==> src/rtl/stop_clk_sup_pkg.sv <==
package stop_clk_sup_pkg;

  typedef enum logic [2:0] {
    ST_RUN      = 3'd0,
    ST_STOP     = 3'd1,
    ST_STOP_SCM = 3'd2,
    ST_RUN_SCM  = 3'd3,
    ST_OFF_SCM  = 3'd4,
    ST_OFF_PLL  = 3'd5
  } sup_state_e;

  typedef struct packed {
    logic vreg;
    logic pll;
    logic scm;
    logic sel;
  } pwr_out_t;

  function automatic pwr_out_t decode_pwr(sup_state_e s);
    pwr_out_t o;
    o = '0;
    case (s)
      ST_RUN:      o = '{vreg: 1'b1, pll: 1'b0, scm: 1'b0, sel: 1'b0};
      ST_STOP:     o = '{vreg: 1'b0, pll: 1'b0, scm: 1'b0, sel: 1'b0};
      ST_STOP_SCM: o = '{vreg: 1'b1, pll: 1'b1, scm: 1'b1, sel: 1'b1};
      ST_RUN_SCM:  o = '{vreg: 1'b1, pll: 1'b1, scm: 1'b1, sel: 1'b1};
      ST_OFF_SCM:  o = '{vreg: 1'b1, pll: 1'b1, scm: 1'b0, sel: 1'b0};
      ST_OFF_PLL:  o = '{vreg: 1'b1, pll: 1'b0, scm: 1'b0, sel: 1'b0};
      default:     o = '0;
    endcase
    return o;
  endfunction

endpackage

==> src/rtl/sup_sync.sv <==
module sup_sync #(
  parameter int WIDTH  = 4,
  parameter int STAGES = 2
) (
  input  logic             clk,
  input  logic             rst,
  input  logic [WIDTH-1:0] d_async,
  output logic [WIDTH-1:0] q_sync
);
  logic [WIDTH-1:0] stage_q [STAGES];

  always_ff @(posedge clk) begin
    if (rst) begin
      for (int i = 0; i < STAGES; i++) stage_q[i] <= '0;
    end else begin
      stage_q[0] <= d_async;
      for (int i = 1; i < STAGES; i++) stage_q[i] <= stage_q[i-1];
    end
  end

  assign q_sync = stage_q[STAGES-1];
endmodule

==> src/rtl/sup_qual_cnt.sv <==
module sup_qual_cnt #(
  parameter int QUAL_CYCLES = 4096
) (
  input  logic clk,
  input  logic rst,
  input  logic active,
  input  logic fail_s,
  input  logic osc_s,
  output logic pass
);
  localparam int CW = (QUAL_CYCLES > 2) ? $clog2(QUAL_CYCLES) : 1;
  localparam logic [CW-1:0] LAST = CW'(QUAL_CYCLES - 1);

  logic          osc_q;
  logic          osc_rise;
  logic [CW-1:0] cnt_q;

  always_ff @(posedge clk) begin
    if (rst) osc_q <= 1'b0;
    else     osc_q <= osc_s;
  end

  assign osc_rise = osc_s & ~osc_q;

  always_ff @(posedge clk) begin
    if (rst || !active || fail_s) begin
      cnt_q <= '0;
    end else if (osc_rise) begin
      cnt_q <= (cnt_q == LAST) ? '0 : cnt_q + 1'b1;
    end
  end

  assign pass = active & ~fail_s & osc_rise & (cnt_q == LAST);
endmodule

==> src/rtl/sup_fsm.sv <==
module sup_fsm
  import stop_clk_sup_pkg::*;
(
  input  logic clk,
  input  logic rst,
  input  logic cfg_mon_en,
  input  logic cfg_scm_en,
  input  logic cfg_scm_ie,
  input  logic fail_s,
  input  logic wake_s,
  input  logic ext_s,
  input  logic stop_req,
  input  logic flag_clr,
  input  logic qual_pass,
  output logic qual_active,
  output logic vreg_en,
  output logic pll_en,
  output logic scm_active,
  output logic scm_flag,
  output logic scm_irq,
  output logic stop_exit,
  output logic sysclk_sel,
  output logic cm_reset,
  output logic rst_seq_start
);
  sup_state_e state_q, state_d;
  logic       exit_d, rseq_d, cmr_d, flag_d, flag_set;
  pwr_out_t   pwr_d;

  always_comb begin
    state_d = state_q;
    exit_d  = 1'b0;
    rseq_d  = 1'b0;
    cmr_d   = 1'b0;
    case (state_q)
      ST_RUN: if (stop_req) state_d = ST_STOP;
      ST_STOP: begin
        if (cfg_mon_en && fail_s) begin
          if (cfg_scm_en) state_d = ST_STOP_SCM;
          else begin
            state_d = ST_RUN;
            cmr_d   = 1'b1;
          end
        end else if (ext_s) begin
          state_d = ST_RUN;
          exit_d  = 1'b1;
          rseq_d  = 1'b1;
        end else if (wake_s) begin
          state_d = ST_RUN;
          exit_d  = 1'b1;
        end
      end
      ST_STOP_SCM: begin
        if (ext_s) begin
          state_d = ST_RUN_SCM;
          exit_d  = 1'b1;
          rseq_d  = 1'b1;
        end else if (wake_s || (scm_flag && cfg_scm_ie)) begin
          state_d = ST_RUN_SCM;
          exit_d  = 1'b1;
        end else if (qual_pass) begin
          state_d = ST_OFF_SCM;
        end
      end
      ST_RUN_SCM: if (qual_pass) state_d = ST_RUN;
      ST_OFF_SCM: state_d = ST_OFF_PLL;
      ST_OFF_PLL: state_d = ST_STOP;
      default:    state_d = ST_RUN;
    endcase
  end

  assign flag_set = (state_q == ST_STOP) && (state_d == ST_STOP_SCM);
  assign flag_d   = flag_set ? 1'b1 : (flag_clr ? 1'b0 : scm_flag);
  assign pwr_d    = decode_pwr(state_d);

  always_ff @(posedge clk) begin
    if (rst) begin
      state_q       <= ST_RUN;
      vreg_en       <= 1'b1;
      pll_en        <= 1'b0;
      scm_active    <= 1'b0;
      sysclk_sel    <= 1'b0;
      scm_flag      <= 1'b0;
      scm_irq       <= 1'b0;
      stop_exit     <= 1'b0;
      cm_reset      <= 1'b0;
      rst_seq_start <= 1'b0;
    end else begin
      state_q       <= state_d;
      vreg_en       <= pwr_d.vreg;
      pll_en        <= pwr_d.pll;
      scm_active    <= pwr_d.scm;
      sysclk_sel    <= pwr_d.sel;
      scm_flag      <= flag_d;
      scm_irq       <= flag_d & cfg_scm_ie;
      stop_exit     <= exit_d;
      cm_reset      <= cmr_d;
      rst_seq_start <= rseq_d;
    end
  end

  assign qual_active = (state_q == ST_STOP_SCM) || (state_q == ST_RUN_SCM);
endmodule

==> src/rtl/stop_clk_sup.sv <==
module stop_clk_sup #(
  parameter int QUAL_CYCLES = 4096,
  parameter int SYNC_STAGES = 2
) (
  input  logic clk,
  input  logic rst,
  input  logic cfg_mon_en,
  input  logic cfg_scm_en,
  input  logic cfg_scm_ie,
  input  logic cm_fail_async,
  input  logic osc_clk,
  input  logic wake_req_async,
  input  logic ext_rst_async,
  input  logic stop_req,
  input  logic flag_clr,
  output logic vreg_en,
  output logic pll_en,
  output logic scm_active,
  output logic scm_flag,
  output logic scm_irq,
  output logic stop_exit,
  output logic sysclk_sel,
  output logic cm_reset,
  output logic rst_seq_start
);
  localparam int NSYNC = 4;

  logic [NSYNC-1:0] raw_in, syn_in;
  logic             qual_active, qual_pass;

  assign raw_in = {ext_rst_async, wake_req_async, osc_clk, cm_fail_async};

  sup_sync #(.WIDTH(NSYNC), .STAGES(SYNC_STAGES)) u_sync (
    .clk(clk), .rst(rst), .d_async(raw_in), .q_sync(syn_in)
  );

  sup_qual_cnt #(.QUAL_CYCLES(QUAL_CYCLES)) u_qual (
    .clk(clk), .rst(rst), .active(qual_active), .fail_s(syn_in[0]),
    .osc_s(syn_in[1]), .pass(qual_pass)
  );

  sup_fsm u_fsm (
    .clk(clk), .rst(rst),
    .cfg_mon_en(cfg_mon_en), .cfg_scm_en(cfg_scm_en), .cfg_scm_ie(cfg_scm_ie),
    .fail_s(syn_in[0]), .wake_s(syn_in[2]), .ext_s(syn_in[3]),
    .stop_req(stop_req), .flag_clr(flag_clr), .qual_pass(qual_pass),
    .qual_active(qual_active),
    .vreg_en(vreg_en), .pll_en(pll_en), .scm_active(scm_active),
    .scm_flag(scm_flag), .scm_irq(scm_irq), .stop_exit(stop_exit),
    .sysclk_sel(sysclk_sel), .cm_reset(cm_reset), .rst_seq_start(rst_seq_start)
  );
endmodule

==> config.mk <==
export PLATFORM = sky130hd
export DESIGN_NAME = stop_clk_sup
export DESIGN_NICKNAME = d
export VERILOG_FILES = /design/src/rtl/stop_clk_sup_pkg.sv /design/src/rtl/sup_sync.sv /design/src/rtl/sup_qual_cnt.sv /design/src/rtl/sup_fsm.sv /design/src/rtl/stop_clk_sup.sv
export SDC_FILE = /design/constraint.sdc
export NUM_CORES = 1
export LEC_CHECK = 0
export ABC_AREA = 1
export CORE_UTILIZATION = 50
export CTS_BUF_LIST = sky130_fd_sc_hd__clkbuf_4 sky130_fd_sc_hd__clkbuf_8
export DETAILED_ROUTE_END_ITERATION = 16
export GPL_ROUTABILITY_DRIVEN = 0
export HOLD_SLACK_MARGIN = 0.1
export PLACE_DENSITY = 0.86
export SYNTH_ARGS = -nofsm -noshare
export SYNTH_HDL_FRONTEND = slang
export SYNTH_SLANG_ARGS = --single-unit
==> constraint.sdc <==
create_clock -name clk -period 2.5 [get_ports clk]
set_input_delay 0.375 -clock clk [delete_from_list [all_inputs] [get_ports clk]]
set_output_delay 0.375 -clock clk [all_outputs]
set_load 0.05 [all_outputs]
==> results of run 1 <==
-- layout by cell type (no fill, tap or decap), types with 2 or more instances in the layout --
cell type / n
sky130_fd_sc_hd__nand2_2: 2
sky130_fd_sc_hd__xor2_1: 4
sky130_fd_sc_hd__o21a_1: 2
sky130_fd_sc_hd__nand2_1: 29
sky130_fd_sc_hd__nor2_1: 26
sky130_fd_sc_hd__o21ai_0: 2
sky130_fd_sc_hd__clkdlybuf4s50_1: 19
sky130_fd_sc_hd__nand3_2: 3
sky130_fd_sc_hd__inv_1: 28
sky130_fd_sc_hd__dfxtp_1: 32
sky130_fd_sc_hd__nor2_2: 3
sky130_fd_sc_hd__nor2_4: 3
sky130_fd_sc_hd__nand3_1: 6
sky130_fd_sc_hd__o21bai_1: 2
sky130_fd_sc_hd__clkbuf_4: 5
sky130_fd_sc_hd__a21oi_1: 8
sky130_fd_sc_hd__clkbuf_8: 2
sky130_fd_sc_hd__o21ai_2: 2
-- sequential cells by signal (all words and copies together), names as in the netlist --
signal,cells
u_fsm.state_q,3
u_fsm.sysclk_sel,1
u_qual.cnt_q,12
u_qual.osc_q,1
u_sync.stage_q,8
u_fsm.scm_flag,1
u_fsm.cm_reset,1
u_fsm.scm_irq,1
u_fsm.vreg_en,1
u_fsm.rst_seq_start,1
u_fsm.stop_exit,1
u_fsm.pll_en,1
-- synth_stat cells --
master	n
sky130_fd_sc_hd__or2_2	1
sky130_fd_sc_hd__o21bai_4	1
sky130_fd_sc_hd__xor2_1	4
sky130_fd_sc_hd__nand2_1	29
sky130_fd_sc_hd__nand3b_1	1
sky130_fd_sc_hd__ha_1	1
sky130_fd_sc_hd__inv_2	1
sky130_fd_sc_hd__o21ai_2	2
sky130_fd_sc_hd__nor2_2	3
sky130_fd_sc_hd__buf_4	1
sky130_fd_sc_hd__a211oi_1	1
sky130_fd_sc_hd__nor2_4	3
sky130_fd_sc_hd__or2_1	1
sky130_fd_sc_hd__nor2_1	26
sky130_fd_sc_hd__nor3_1	1
sky130_fd_sc_hd__xnor2_1	1
sky130_fd_sc_hd__clkbuf_1	2
sky130_fd_sc_hd__nand4_1	1
sky130_fd_sc_hd__o21ai_0	2
sky130_fd_sc_hd__nand3_2	3
sky130_fd_sc_hd__nand2_2	2
sky130_fd_sc_hd__nand3_1	6
sky130_fd_sc_hd__o21a_1	2
sky130_fd_sc_hd__a21oi_1	8
sky130_fd_sc_hd__nand2_4	1
sky130_fd_sc_hd__dfxtp_1	32
sky130_fd_sc_hd__inv_1	28
sky130_fd_sc_hd__o21bai_1	2
sky130_fd_sc_hd__nor4_1	1
sky130_fd_sc_hd__and3_1	1
sky130_fd_sc_hd__nor3b_1	1
-- worst min path at each step --
stage / startpoint / to / slack [ps]
2_1_floorplan: u_sync.stage_q[0][0] / u_sync.stage_q[0][4] / 390
3_3_place_gp: u_sync.stage_q[0][1] / u_sync.stage_q[0][5] / 390
3_5_place_dp: u_sync.stage_q[0][3] / u_sync.stage_q[0][7] / 400
4_1_cts: u_sync.stage_q[0][3] / u_sync.stage_q[0][7] / 410
5_1_grt: u_sync.stage_q[0][1] / u_sync.stage_q[0][5] / 430
6_report: u_sync.stage_q[0][3] / u_sync.stage_q[0][7] / 410
-- area by class of cell --
cell class                 instances  share of cell area (%)
inverter                          29                   6.581
clock inverter                     1                   1.815
timing repair buffer              20                   11.95
multi-input combinational        105                   34.72
sequential                        32                   38.73
tap                               30                   2.269
clock buffer                       7                   3.933
-- layer usage --
metal	routed length, um	share of wire [%]
met3	167	6.7
met4	51	2.1
met1	987	40
met5	0	0
met2	1271	51
-- worst min-delay path: cells and delay by family (launching register included) --
| family | cells | cell delay (ps) |
|---|---|---|
| buf+inv | 1 | 40 |
| simple gates | 1 | 30 |
| flops | 1 | 310 |
-- kinds of logic (layout without fill, tap and decap cells) --
kind of cell,count (synthesis),after routing,share of synthesized area (%)
AND/OR/NAND/NOR,81,81,29.44
flip-flops,32,32,47.85
buffers and inverters,32,57,9.252
AO/OA/AOI/OAI,18,18,9.252
XOR/XNOR,5,5,3.271
adder cells (fa/ha/maj),1,1,0.9344
-- power breakdown --
part / switching (mW) / leakage (nW) / total (mW) / internal, mW
Sequential: 0.00519 / 0.260 / 0.525 / 0.519
Clock: 0.169 / 0.0515 / 0.434 / 0.265
Combinational: 0.0316 / 0.369 / 0.0597 / 0.0281
Total: 0.206 / 0.681 / 1.02 / 0.813
==> summary.md, run 1 <==
| Metric | Value |
|---|---|
| Total of hold buffers inserted after clock tree synthesis | `0` |
| Routed wire length | `2.477 mm` |
| Number of global-route vias before repair | `989` |
| Max FO, Critical Path | `3` |
| Via-per-instance ratio | `4.960` |
| Met2 Use GR | `36.42%` |
| Met1 Usage GRT | `22.53%` |
| Synthesized area | `0.001339 sq mm` |
| Remaining antenna violation count | `0` |
| CTS tree | `built` |
| Final net count | `205` |
| Site Rows | `18` |
| Number of synthesis warnings | `0` |
| Design Area, Final | `0.001654 sq mm` |
| Worst setup path endpoint | `scm_flag` |
| Cell family with most CP delay | `buffers and inverters` |
| Top Usage Layer GRT | `met2` |
| Clock latency reported for the late side of the worst-skew pair | `330 ps` |
| Capturing point of the worst reg2reg path | `u_fsm.state_q[1]` |
| Count of input and output buffers | `19` |
| Total half-perimeter wirelength after legalization and detailed placement | `1.890 mm` |
| Peak supply drop | `525.1 uV` |
| Overall track demand over capacity in global routing | `21.15%` |
| Fin crit period | `1875 ps` |
| Kind of launch point of the worst setup path | `flip-flop` |
| Die H | `53.75 um` |
| Crit Reg-Reg Startpoint | `u_qual.cnt_q[0]` |
| Slew of the pin with the lowest slew margin | `508.3 ps` |
| Status | `finished clean` |
| Final hold slack | `405.3 ps` |
| Clk_skew | `10.31 ps` |
| Syn avg cell area | `7.922 sq um` |
| Final period utilization | `75.00%` |
| Final WS setup | `624.9 ps` |
| Setup total negative slack | `0 ps` |
| Worst setup path startpoint | `u_fsm.scm_flag` |
| Synthesized Nets | `181` |
| Tightest Hold Check Type | `reg2reg` |
| Largest net degree at the start of global routing | `18` |
| Data required time at the worst endpoint | `2120 ps` |
| Number of remaining DRC errors | `0` |
| Buffer count from post-CTS setup fixing | `0` |
| Setup slack of the most critical reg-to-reg path | `870 ps` |
| Cell chain of the critical path | `clkdlybuf4s50_1` |
| Utilization after layout | `66.17%` |
| Post-route insts no fill | `224` |
| Portion of synthesized cell area occupied by the leading cell type | `47.85%` |
| Initial standard-cell utilization of the core | `53.55%` |
| Met3 Usage GRT | `8.475%` |
| Number of cells on the worst reg-to-reg path | `8` |
| Count of routing violations after the opening detailed-route iteration | `41` |
| DIE AREA | `0.002889 sq mm` |
| Number of different library cells in the post-synthesis netlist | `31` |
| TritonRoute pass-1 iters | `4` |
| Number of failing hold endpoints at the final stage | `0` |
| Root buffer cell | `sky130_fd_sc_hd__clkbuf_4` |
| I/O pin cnt | `20` |
| Slowest CP cell | `sky130_fd_sc_hd__clkdlybuf4s50_1` |
| Cell count of the worst hold path | `2` |
| Sink count of the clock tree | `32` |
| Global-route wire length before repair | `4.167 mm` |
| Area growth from synthesis to layout | `23.55%` |
| Post-CTS sizing | `0` |
| Share of post-route cells with drive strength above 1 | `13.40%` |
| MaxCap Viol Count | `0` |
| PnR Total Power | `1.018 mW` |
| H-Tree Depth | `2` |
| Clock tree buffer depth | `2` |
| Post-Syn Instances | `169` |
| Post-CTS clock slew at the launch and capture registers of the worst setup and hold paths | `100 ps` |
| Cell Pwr Density | `615.7 mW/mm^2` |
| Cell types with the largest area share after synthesis | `sky130_fd_sc_hd__dfxtp_1 48%, sky130_fd_sc_hd__nand2_1 8.1%, sky130_fd_sc_hd__inv_1 7.9%` |
| Leakage power of the design | `0.6810 nW` |
| Type of the worst setup path | `reg2out` |
| Dominant cell type by area after synthesis | `sky130_fd_sc_hd__dfxtp_1` |
| Area occupied by multi-input gates | `574.3 sq um` |
| Placed Cells | `216` |
| Initial antenna violation count | `0` |
| Reg area | `640.6 sq um` |
| Placed Instance Area | `0.001559 sq mm` |
| TritonCTS buffer count | `5` |
| Setup slack at placement | `744.6 ps` |
| Fill cell count | `214` |
| Global-route congestion overflow total | `0` |
| Routed length per placed instance | `11.06 um` |
| Delay of the slowest cell on the worst path | `810 ps` |
| Max-slew headroom at the worst pin | `66.01%` |
| Core Region | `0.002500 sq mm` |
| Total number of vias | `1111` |
| Setup-violating endpoint count in the final report | `0` |
| Achievable Freq | `533.3 MHz` |
| Unrepaired setup endpoints after global routing | `false` |
| Worst endpoint data arrival time | `1500 ps` |
| Portion of the post-synthesis area used by sequential elements | `47.85%` |
| Flops & latches, synth | `32` |
| Levels on crit path | `1` |
| Number of diodes | `0` |
| DIE WIDTH | `53.75 um` |
| Buf+Inv Stages, Crit Path | `1` |
| Max-slew violation total from the final report | `0` |
| Endpoint kind of the worst setup timing path | `output pin` |
(Power assumes the default switching activity.)
==> inputs of run 2 (changes only) <==
--- a/config.mk
+++ b/config.mk
@@ -11,7 +11,7 @@
 export DETAILED_ROUTE_END_ITERATION = 16
 export GPL_ROUTABILITY_DRIVEN = 0
 export HOLD_SLACK_MARGIN = 0.1
-export PLACE_DENSITY = 0.86
+export PLACE_DENSITY = 0.89
 export SYNTH_ARGS = -nofsm -noshare
 export SYNTH_HDL_FRONTEND = slang
 export SYNTH_SLANG_ARGS = --single-unit
==> constraint.sdc (replaced) <==
create_clock -name clk -period 1.6 [get_ports clk]
set_input_delay 0.24 -clock clk [delete_from_list [all_inputs] [get_ports clk]]
set_output_delay 0.24 -clock clk [all_outputs]
set_load 0.05 [all_outputs]
==> summary.md, run 2 (same netlist as run 1, synthesis figures left out) <==
| Metric | Value |
|---|---|
| Leading cell types in the layout, fill and taps excluded | `30 x sky130_fd_sc_hd__dfxtp_1, 29 x sky130_fd_sc_hd__nand2_1, 28 x sky130_fd_sc_hd__inv_1, 26 x sky130_fd_sc_hd__nor2_1, 11 x sky130_fd_sc_hd__buf_4` |
| Tightest Hold Check Type | `reg2reg` |
| Core Region | `0.002500 sq mm` |
| Buf+Inv Stages, Crit Path | `1` |
| Global-route congestion overflow total | `0` |
| Utilization after layout | `64.71%` |
| Area growth from synthesis to layout | `20.84%` |
| Cell chain of the critical path | `ha_1 -> nand3_2 -> nor2_4 -> nand2_4 -> o21bai_4 -> inv_1 -> o21ai_2 -> o21ai_2` |
| Clock latency reported for the late side of the worst-skew pair | `320 ps` |
| Sink count of the clock tree | `32` |
| Final net count | `206` |
| Number of diodes | `0` |
| Share of post-route cells with drive strength above 1 | `20.00%` |
| Max-slew violation total from the final report | `0` |
| Met1 Usage GRT | `18.51%` |
| Clock tree buffer depth | `2` |
| Cell Pwr Density | `870.8 mW/mm^2` |
| TritonCTS buffer count | `5` |
| Initial antenna violation count | `0` |
| Final period utilization | `92.50%` |
| Number of remaining DRC errors | `0` |
| Routed length per placed instance | `10.11 um` |
| Number of cells on the worst reg-to-reg path | `8` |
| Data required time at the worst endpoint | `1820 ps` |
| Total number of vias | `1050` |
| Net switching share of the total power | `21.61%` |
| Share of power burned in the clock network | `35.4%` |
| Delay of the slowest cell on the worst path | `370 ps` |
| Max reg flops | `12` |
| Net Switching | `0.3044 mW` |
| DIE WIDTH | `53.75 um` |
| Capturing point of the worst reg2reg path | `u_fsm.pll_en` |
| Kind of launch point of the worst setup path | `flip-flop` |
| Part of the power in registers | `58.1%` |
| Fin crit period | `1480 ps` |
| Slew of the pin with the lowest slew margin | `239.4 ps` |
| Number of global-route vias before repair | `1017` |
| Achievable Freq | `675.7 MHz` |
| Site Rows | `18` |
| Met2 Use GR | `36.21%` |
| Root buffer cell | `sky130_fd_sc_hd__clkbuf_4` |
| TritonRoute pass-1 iters | `4` |
| Max FO, Critical Path | `4` |
| PnR Total Power | `1.409 mW` |
| Global-route wire length before repair | `3.898 mm` |
| Top Usage Layer GRT | `met2` |
| Count of input and output buffers | `19` |
| Post-route insts no fill | `225` |
| Routed wire length | `2.275 mm` |
| Unrepaired setup endpoints after global routing | `false` |
| DIE AREA | `0.002889 sq mm` |
| Max-slew headroom at the worst pin | `84.02%` |
| Endpoint kind of the worst setup timing path | `flip-flop` |
| Met3 Usage GRT | `9.322%` |
| Number of failing hold endpoints at the final stage | `0` |
| Largest registers | `u_qual.cnt_q (12), u_sync.stage_q (8), u_fsm.state_q (3)` |
| Overall track demand over capacity in global routing | `19.78%` |
| HP Start | `u_sync.stage_q[0][1]` |
| Cell family with most CP delay | `compound AO/OA/AOI/OAI gates` |
| Setup-violating endpoint count in the final report | `0` |
| Largest register by flop count | `u_qual.cnt_q` |
| MaxCap Viol Count | `0` |
| CTS tree | `built` |
| Total of hold buffers inserted after clock tree synthesis | `0` |
| Setup total negative slack | `0 ps` |
| H-Tree Depth | `2` |
| End of the worst hold path | `u_sync.stage_q[0][5]` |
| Via-per-instance ratio | `4.667` |
| Die H | `53.75 um` |
| I/O pin cnt | `20` |
| Peak supply drop | `852.7 uV` |
| Setup slack of the most critical reg-to-reg path | `120 ps` |
| Crit Reg-Reg Startpoint | `u_qual.cnt_q[0]` |
| Cell internal power dissipation | `1.104 mW` |
| Total half-perimeter wirelength after legalization and detailed placement | `1.780 mm` |
| Combinational cell fraction of total power | `6.4%` |
| Placed Cells | `216` |
| Remaining antenna violation count | `0` |
| Count of routing violations after the opening detailed-route iteration | `23` |
| Clk_skew | `3.629 ps` |
| Slowest CP cell | `sky130_fd_sc_hd__dfxtp_2` |
| Initial standard-cell utilization of the core | `53.55%` |
| Most common cell after layout, fill and taps aside | `sky130_fd_sc_hd__dfxtp_1` |
| Leakage power of the design | `0.6918 nW` |
| Largest net degree at the start of global routing | `17` |
| Type of the worst setup path | `reg2reg` |
| Final WS setup | `120.0 ps` |
| Post-CTS clock slew at the launch and capture registers of the worst setup and hold paths | `90 ps` |
| Setup slack at placement | `71.07 ps` |
| Crit path top cell by count | `sky130_fd_sc_hd__o21ai_2` |
| Status | `finished clean` |
| Cell count of the worst hold path | `2` |
| Worst endpoint data arrival time | `1700 ps` |
==> run 2: cell count changes in the layout (fill, tap and decap cells not counted), sizes merged <==
cell           delta
buf              +10
bufinv            -1
clkbuf            +1
clkdlybuf4s50     -9
==> run 2: worst max-delay path by stage <==
| stage | from | depth (start not counted) | end | slack (ps) |
|---|---|---|---|---|
| after global routing | u_qual.cnt_q[0] | 8 | u_fsm.state_q[1] | 8 |
| after floorplan | u_qual.cnt_q[0] | 8 | u_fsm.pll_en | 210 |
| after global placement | u_qual.cnt_q[0] | 8 | u_fsm.pll_en | 100 |
| final | u_qual.cnt_q[0] | 8 | u_fsm.pll_en | 120 |
| after detailed placement | u_qual.cnt_q[0] | 8 | u_fsm.pll_en | 70 |
| after CTS | u_qual.cnt_q[0] | 8 | u_fsm.pll_en | 50 |
==> run 2: area by class of cell <==
cell class                      count  area (sq um)
Clock buffer                        8         66.31
Fill cell                         215         882.1
Inverter                           29         108.9
Multi-Input combinational cell    105         579.3
Sequential cell                    32         643.1
Tap cell                           30         37.54
Timing Repair Buffer               21         182.7
==> run 2: layer usage <==
metal | share of wire (%) | routed length [um]
met5 | 0 | 0
met4 | 0.84 | 19
met3 | 4.5 | 103
met2 | 51 | 1153
met1 | 44 | 998
==> run 2: power by group through the flow <==
stage | Sequential (mW) | Combinational [mW] | Clock [mW]
6_report | 0.819 | 0.0908 | 0.499
5_1_grt | 0.821 | 0.0995 | 0.557
4_1_cts | 0.819 | 0.0913 | 0.521
3_5_place_dp | 0.838 | 0.0909 | 0
3_3_place_gp | 0.837 | 0.0887 | 0
2_1_floorplan | 0.848 | 0.0408 | 0
==> run 2: worst register-to-register path, cell delays in order (launching register included) <==
cell                       delay (ps)
sky130_fd_sc_hd__dfxtp_2          370
sky130_fd_sc_hd__ha_1             190
sky130_fd_sc_hd__nand3_2          110
sky130_fd_sc_hd__nor2_4           170
sky130_fd_sc_hd__nand2_4           90
sky130_fd_sc_hd__o21bai_4         120
sky130_fd_sc_hd__inv_1             80
sky130_fd_sc_hd__o21ai_2          190
sky130_fd_sc_hd__o21ai_2           70
==> run 2: what timing repair did <==
item,4_1_cts,5_1_grt
buffers inserted,0,1
setup endpoints to repair,0,4
resized for setup,0,3
==> run 2: metrics by stage <==
| step | hold WS [ps] | instance area, sq um |
|---|---|---|
| floorplan | 317.8 | 1339 |
| global placement | 394.0 | 1536 |
| detailed placement | 394.0 | 1536 |
| CTS | 404.4 | 1603 |
| global route | 411.4 | 1618 |
| finish | 401.8 | 1618 |
